`src/rtl/lvl_fifo_pkg.sv`:
```
package lvl_fifo_pkg;
  // left shift that stretches an LW-bit level over a 2**n-deep buffer
  function automatic int unsigned lvl_shift(int unsigned depth, int unsigned lw);
    if (depth > (1 << lw)) return $clog2(depth) - lw;
    return 0;
  endfunction
endpackage

```
`src/rtl/lvl_fifo_ctrl.sv`:
```
module lvl_fifo_ctrl #(
  parameter int unsigned DEPTH = 512,
  localparam int unsigned AW = $clog2(DEPTH),
  localparam int unsigned CW = AW + 1
) (
  input  logic          clk_i,
  input  logic          rst_ni,
  input  logic          wr_en_i,
  input  logic          rd_en_i,
  output logic          wr_ok_o,
  output logic          rd_ok_o,
  output logic [AW-1:0] wr_ptr_o,
  output logic [AW-1:0] rd_ptr_o,
  output logic [CW-1:0] count_o,
  output logic          full_o,
  output logic          empty_o
);
  localparam logic [CW-1:0] FULL_CNT = CW'(DEPTH);

  logic [AW-1:0] wr_ptr_q, rd_ptr_q;
  logic [CW-1:0] count_q;

  assign full_o  = (count_q == FULL_CNT);
  assign empty_o = (count_q == '0);
  assign wr_ok_o = wr_en_i && !full_o;
  assign rd_ok_o = rd_en_i && !empty_o;

  always_ff @(posedge clk_i or negedge rst_ni) begin
    if (!rst_ni) begin
      wr_ptr_q <= '0;
      rd_ptr_q <= '0;
      count_q  <= '0;
    end else begin
      if (wr_ok_o) wr_ptr_q <= wr_ptr_q + AW'(1);
      if (rd_ok_o) rd_ptr_q <= rd_ptr_q + AW'(1);
      case ({wr_ok_o, rd_ok_o})
        2'b10:   count_q <= count_q + CW'(1);
        2'b01:   count_q <= count_q - CW'(1);
        default: count_q <= count_q;
      endcase
    end
  end

  assign wr_ptr_o = wr_ptr_q;
  assign rd_ptr_o = rd_ptr_q;
  assign count_o  = count_q;
endmodule

```
`src/rtl/lvl_fifo_mem.sv`:
```
module lvl_fifo_mem #(
  parameter int unsigned DEPTH  = 512,
  parameter int unsigned DATA_W = 8,
  localparam int unsigned AW = $clog2(DEPTH)
) (
  input  logic              clk_i,
  input  logic              we_i,
  input  logic [AW-1:0]     waddr_i,
  input  logic [DATA_W-1:0] wdata_i,
  input  logic [AW-1:0]     raddr_i,
  output logic [DATA_W-1:0] rdata_o
);
  logic [DATA_W-1:0] mem_q [DEPTH];

  always_ff @(posedge clk_i) begin
    if (we_i) mem_q[waddr_i] <= wdata_i;
  end

  // fall-through read of the head entry
  assign rdata_o = mem_q[raddr_i];
endmodule

```
`src/rtl/lvl_fifo_thresh.sv`:
```
module lvl_fifo_thresh #(
  parameter int unsigned DEPTH   = 512,
  parameter int unsigned LEVEL_W = 8,
  localparam int unsigned CW = $clog2(DEPTH) + 1,
  localparam int unsigned SH = lvl_fifo_pkg::lvl_shift(DEPTH, LEVEL_W),
  localparam int unsigned SW = LEVEL_W + SH,
  localparam int unsigned TW = (CW > SW) ? CW : SW
) (
  input  logic [LEVEL_W-1:0] level_i,
  input  logic [CW-1:0]      count_i,
  output logic               eq_o,
  output logic               ge_o
);
  logic [SW-1:0] scaled;
  logic [TW-1:0] thr_w, cnt_w;

  generate
    if (SH > 0) begin : g_scale
      assign scaled = {level_i, {SH{1'b0}}};
    end else begin : g_plain
      assign scaled = level_i;
    end
  endgenerate

  assign thr_w = TW'(scaled);
  assign cnt_w = TW'(count_i);
  assign eq_o  = (cnt_w == thr_w);
  assign ge_o  = (cnt_w >= thr_w);
endmodule

```
`src/rtl/lvl_fifo.sv`:
```
module lvl_fifo #(
  parameter int unsigned DEPTH   = 512,
  parameter int unsigned DATA_W  = 8,
  parameter int unsigned LEVEL_W = 8
) (
  input  logic               clk_i,
  input  logic               rst_ni,
  input  logic               wr_en_i,
  input  logic [DATA_W-1:0]  wr_data_i,
  output logic               full_o,
  input  logic               rd_en_i,
  output logic [DATA_W-1:0]  rd_data_o,
  output logic               empty_o,
  input  logic [LEVEL_W-1:0] level_i,
  output logic               eq_th_o,
  output logic               ge_th_o
);
  localparam int unsigned AW = $clog2(DEPTH);
  localparam int unsigned CW = AW + 1;

  logic          wr_ok, rd_ok;
  logic [AW-1:0] wr_ptr, rd_ptr;
  logic [CW-1:0] count_q;

  lvl_fifo_ctrl #(.DEPTH(DEPTH)) u_ctrl (
    .clk_i   (clk_i),
    .rst_ni  (rst_ni),
    .wr_en_i (wr_en_i),
    .rd_en_i (rd_en_i),
    .wr_ok_o (wr_ok),
    .rd_ok_o (rd_ok),
    .wr_ptr_o(wr_ptr),
    .rd_ptr_o(rd_ptr),
    .count_o (count_q),
    .full_o  (full_o),
    .empty_o (empty_o)
  );

  lvl_fifo_mem #(.DEPTH(DEPTH), .DATA_W(DATA_W)) u_mem (
    .clk_i  (clk_i),
    .we_i   (wr_ok),
    .waddr_i(wr_ptr),
    .wdata_i(wr_data_i),
    .raddr_i(rd_ptr),
    .rdata_o(rd_data_o)
  );

  lvl_fifo_thresh #(.DEPTH(DEPTH), .LEVEL_W(LEVEL_W)) u_thr (
    .level_i(level_i),
    .count_i(count_q),
    .eq_o   (eq_th_o),
    .ge_o   (ge_th_o)
  );
endmodule

```
`config.mk`:
```
export PLATFORM = sky130hd
export DESIGN_NAME = lvl_fifo
export DESIGN_NICKNAME = d
export VERILOG_FILES = /design/src/rtl/lvl_fifo_pkg.sv /design/src/rtl/lvl_fifo_ctrl.sv /design/src/rtl/lvl_fifo_mem.sv /design/src/rtl/lvl_fifo_thresh.sv /design/src/rtl/lvl_fifo.sv
export SDC_FILE = /design/constraint.sdc
export NUM_CORES = 2
export LEC_CHECK = 0
export BUFFER_PORTS_ARGS = -buffer_cell sky130_fd_sc_hd__buf_2
export CORE_MARGIN = 2
export CORE_UTILIZATION = 63
export CTS_CLUSTER_SIZE = 16
export DETAILED_ROUTE_END_ITERATION = 8
export PLACE_DENSITY = 0.79
export SLEW_MARGIN = 25
export SYNTH_ARGS = -nofsm -noshare
export SYNTH_HDL_FRONTEND = slang
export SYNTH_SLANG_ARGS = --single-unit
```
`constraint.sdc`:
```
create_clock -name clk_i -period 4.3 [get_ports clk_i]
set_input_delay 0.86 -clock clk_i [delete_from_list [all_inputs] [get_ports clk_i]]
set_output_delay 0.86 -clock clk_i [all_outputs]
set_load 0.01 [all_outputs]
```
==> results_dict.tcl <==
set metrics [dict create \
    dieHeight_um 507 \
    cts_root_buf "clkbuf_16" \
    dp_hpwl_um 268000 \
    critPathKind "reg -> out" \
    grt_setup_unrepaired "true" \
    fin_cells 12079 \
    final_antenna_net_count 0 \
    multi_input_area_um2 35500 \
    max_freq_mhz 173 \
    core_area_um2 251000 \
    synth_most_common_cell "edfxtp_1" \
    grt_max_degree 153 \
    timing.critical_path.to "rd_data_o[2]" \
    cts_sinks 4124 \
    post-place-ws_ns -1.23 \
    gr-usage-met1_pct 47.8 \
    cp.depth 12 \
    grt_pass1_vias 91559 \
    finalNetCount 8432 \
    grt_pass1_wl_um 699000 \
    tightest_slew_ns 1.50 \
    n_fill_cell 12271 \
    reg2regPathDepth 3 \
    path_delay_family "compound AO/OA/AOI/OAI gates" \
    drt-initial-drc-count 18341 \
    ff_latch_area_um2 124000 \
    cts-htree-levels 5 \
    critical_path_buf_inv_count 6 \
    cp-startpoint "u_ctrl.rd_ptr_o[3]" \
    ys_seq_area_share_pct 77.6 \
    cp-start-kind "flip-flop" \
    place_area_um2 170000 \
    clkSlewWorstSetupHoldPaths_ns 0.07 \
    hold_class "in -> reg" \
    critPathMaxFanout 19 \
    grt_usage_pct 39.1 \
    slowest_stage "a21oi_2" \
    cpMostUsedCell "buf_4" \
    hold_slack_ns 0.232 \
    setup_viol 8 \
    hold_viol 0 \
    drive_gt1_share_pct 34.1 \
    dieArea_um2 257000 \
    placedCellCount 11163 \
    row_count 184 \
    synth_edf_count 4096 \
    crit_path_end_kind "primary output" \
    met2_usage_pct 59.1 \
    route.detailed.drc 0 \
    maxSlewViolCount 2 \
    reg2reg_to "u_mem.mem_q[129][2]" \
    syn_area_per_cell_um2 21.6 \
    synth-main-ff-cell "edfxtp_1" \
    yosys_warnings 0 \
    final_design_area_no_fill_um2 187000 \
    synth_cell_types 67 \
    synth_area_um2 159000 \
    cts_buffers 404 \
    grt.busiest_layer "met2" \
    yosys.area.top_type "edfxtp_1" \
    irDropWorstVdd_uv 586 \
    start_util_pct 63.4 \
    syn_inst 7392 \
    port_buffers 31 \
    fin_crit_ns 5.78 \
    crit_arrival_ns 4.92 \
    slew_headroom_pct -0.478 \
    p_leak_nw 60.3 \
    fin_crit_sh_pct 134 \
    layout_setup_ws_ns -1.48 \
    synthTopCellsByCount "4096 x edfxtp_1, 995 x mux4_2, 556 x nor2_1" \
    r2r_slack_ns 0.35 \
    ios 32 \
    totalWireLength_um 511000 \
    die_w_um 507 \
    antenna_found_initial 26 \
    grt_overflow 0 \
    clk_latency_ns 1.02 \
    status "complete, but fails checks" \
    dr.pass1.iters 7 \
    power_density_nw_per_um2 673 \
    viasPerCell 7.66 \
    violations "max-capacitance violations, max-slew violations, negative setup slack" \
    area_growth_pct 17.6 \
    min_delay_path_depth 1 \
    maxCapViolCount 1 \
    required_ns 3.44 \
    post-synth-top-area-fraction_pct 77.2 \
    setup_tns_ns -10.12 \
    synthTopCellsByArea "edfxtp_1 77%, mux4_2 14%, nor2_1 1.3%, mux2i_1 1.1%, a22oi_1 1.1%" \
    slowest_delay_ns 0.67 \
    syn-num-nets 7435 \
    synthArstFlopShare_pct 0.679 \
    globalplace.congestion 0.906 \
    cts_tree "done" \
    avgRoutedWirePerCell_um 42.3 \
    cp_cell_sequence "buf_4, buf_4, nor2_4, buf_12, buf_4, a22oi_1, a21oi_2, nor3_4, a221oi_4, buf_4, o32a_1, buf_2" \
    rr_startpoint "u_ctrl.wr_ptr_o[7]" \
    via_count 92571 \
    cts_buffer_depth 4 \
    ys_ff_latch 4124 \
    finalClockSkew_ns 0.0835 \
    met3_usage_pct 13.3 \
]
metal layers:
layer	part of all wire, %	vias up	routed length, um
met5	0.042	-	214
met4	9.2	32	47100
met3	16	2711	79800
met2	46	10773	234000
met1	29	45974	150000
li1	-	33081	-
cell usage in the layout (no fill, tap or decap), types with 88 or more instances in the layout:
cell type  Yosys  layout
edfxtp_1    4096    4096
mux4_2       995     995
buf_4         45     773
nor2_1       556     543
clkbuf_16      0     408
a22oi_1      230     168
mux2i_1      179     165
buf_12         0     136
nand2_1      143     116
clkinv_1       1      88
report_power, final:
group | internal [W] | leakage, nW | switching, W | total [W]
Clock | 0.0198 | 6.26 | 0.0157 | 0.0355
Combinational | 0.0195 | 16.9 | 0.0264 | 0.0459
Sequential | 0.0445 | 37.1 | 0.000294 | 0.0448
state kept, by name (all words and copies together) (netlist names):
name	flops
u_ctrl.count_o	10
u_mem.mem_q	4096
u_ctrl.rd_ptr_o	9
u_ctrl.wr_ptr_o	9
per-stage QoR:
stage	utilization, %	power (W)
after floorplan	-	0.0653
after global placement	67.5	0.0813
after detailed placement	67.5	0.0819
after CTS	74.2	0.122
after global routing	74.5	0.127
final	74.5	0.126
worst register-to-register path, stage by stage, from the launching register on:
cell	delay [ns]
dfrtp_1	0.63
nor3b_1	1.06
nand2_1	0.82
nor2_1	1.04
worst min-delay path by stage:
| stage | start | endpoint | slack [ns] |
|---|---|---|---|
| after CTS | wr_data_i[0] | u_mem.mem_q[328][0] | 0.22 |
| after detailed placement | u_ctrl.wr_ptr_o[3] | u_ctrl.wr_ptr_o[3] | 0.53 |
| after floorplan | u_ctrl.wr_ptr_o[3] | u_ctrl.wr_ptr_o[3] | 0.50 |
| after global routing | wr_data_i[0] | u_mem.mem_q[328][0] | 0.24 |
| after global placement | u_ctrl.wr_ptr_o[3] | u_ctrl.wr_ptr_o[3] | 0.52 |
| final | wr_data_i[0] | u_mem.mem_q[329][0] | 0.23 |
layout make-up:
class	count	share of cell area, %
diodes	21	0.0280
clock buffers	482	5.60
clock inverters	245	1.23
inverters	21	0.0461
multi-input cells	2785	19.0
flip-flops and latches	4124	66.0
well taps	3348	2.24
repair buffers	1053	5.89
repair_timing:
item,in CTS,in global routing
endpoints found under the hold margin,28,0
pin swaps,84,31
gates cloned,28,2
hold buffers,1,0
gates resized for setup,466,83
buffers inserted,110,46
setup endpoints to repair,8,8
cell families (layout without fill, tap and decap cells):
logic type | count (synthesis) | after routing | synth area share [%]
AOI/OAI and AO/OA | 708 | 708 | 3.13
xor gates and xnor gates | 23 | 23 | 0.126
adders and majority gates | 23 | 23 | 0.185
buffers and inverters | 483 | 1801 | 1.46
DFF | 4124 | 4124 | 77.6
muxes | 1186 | 1186 | 15.3
other | 0 | 21 | 0
and+or+nand+nor | 845 | 845 | 2.18
(Power assumes the default switching activity.)
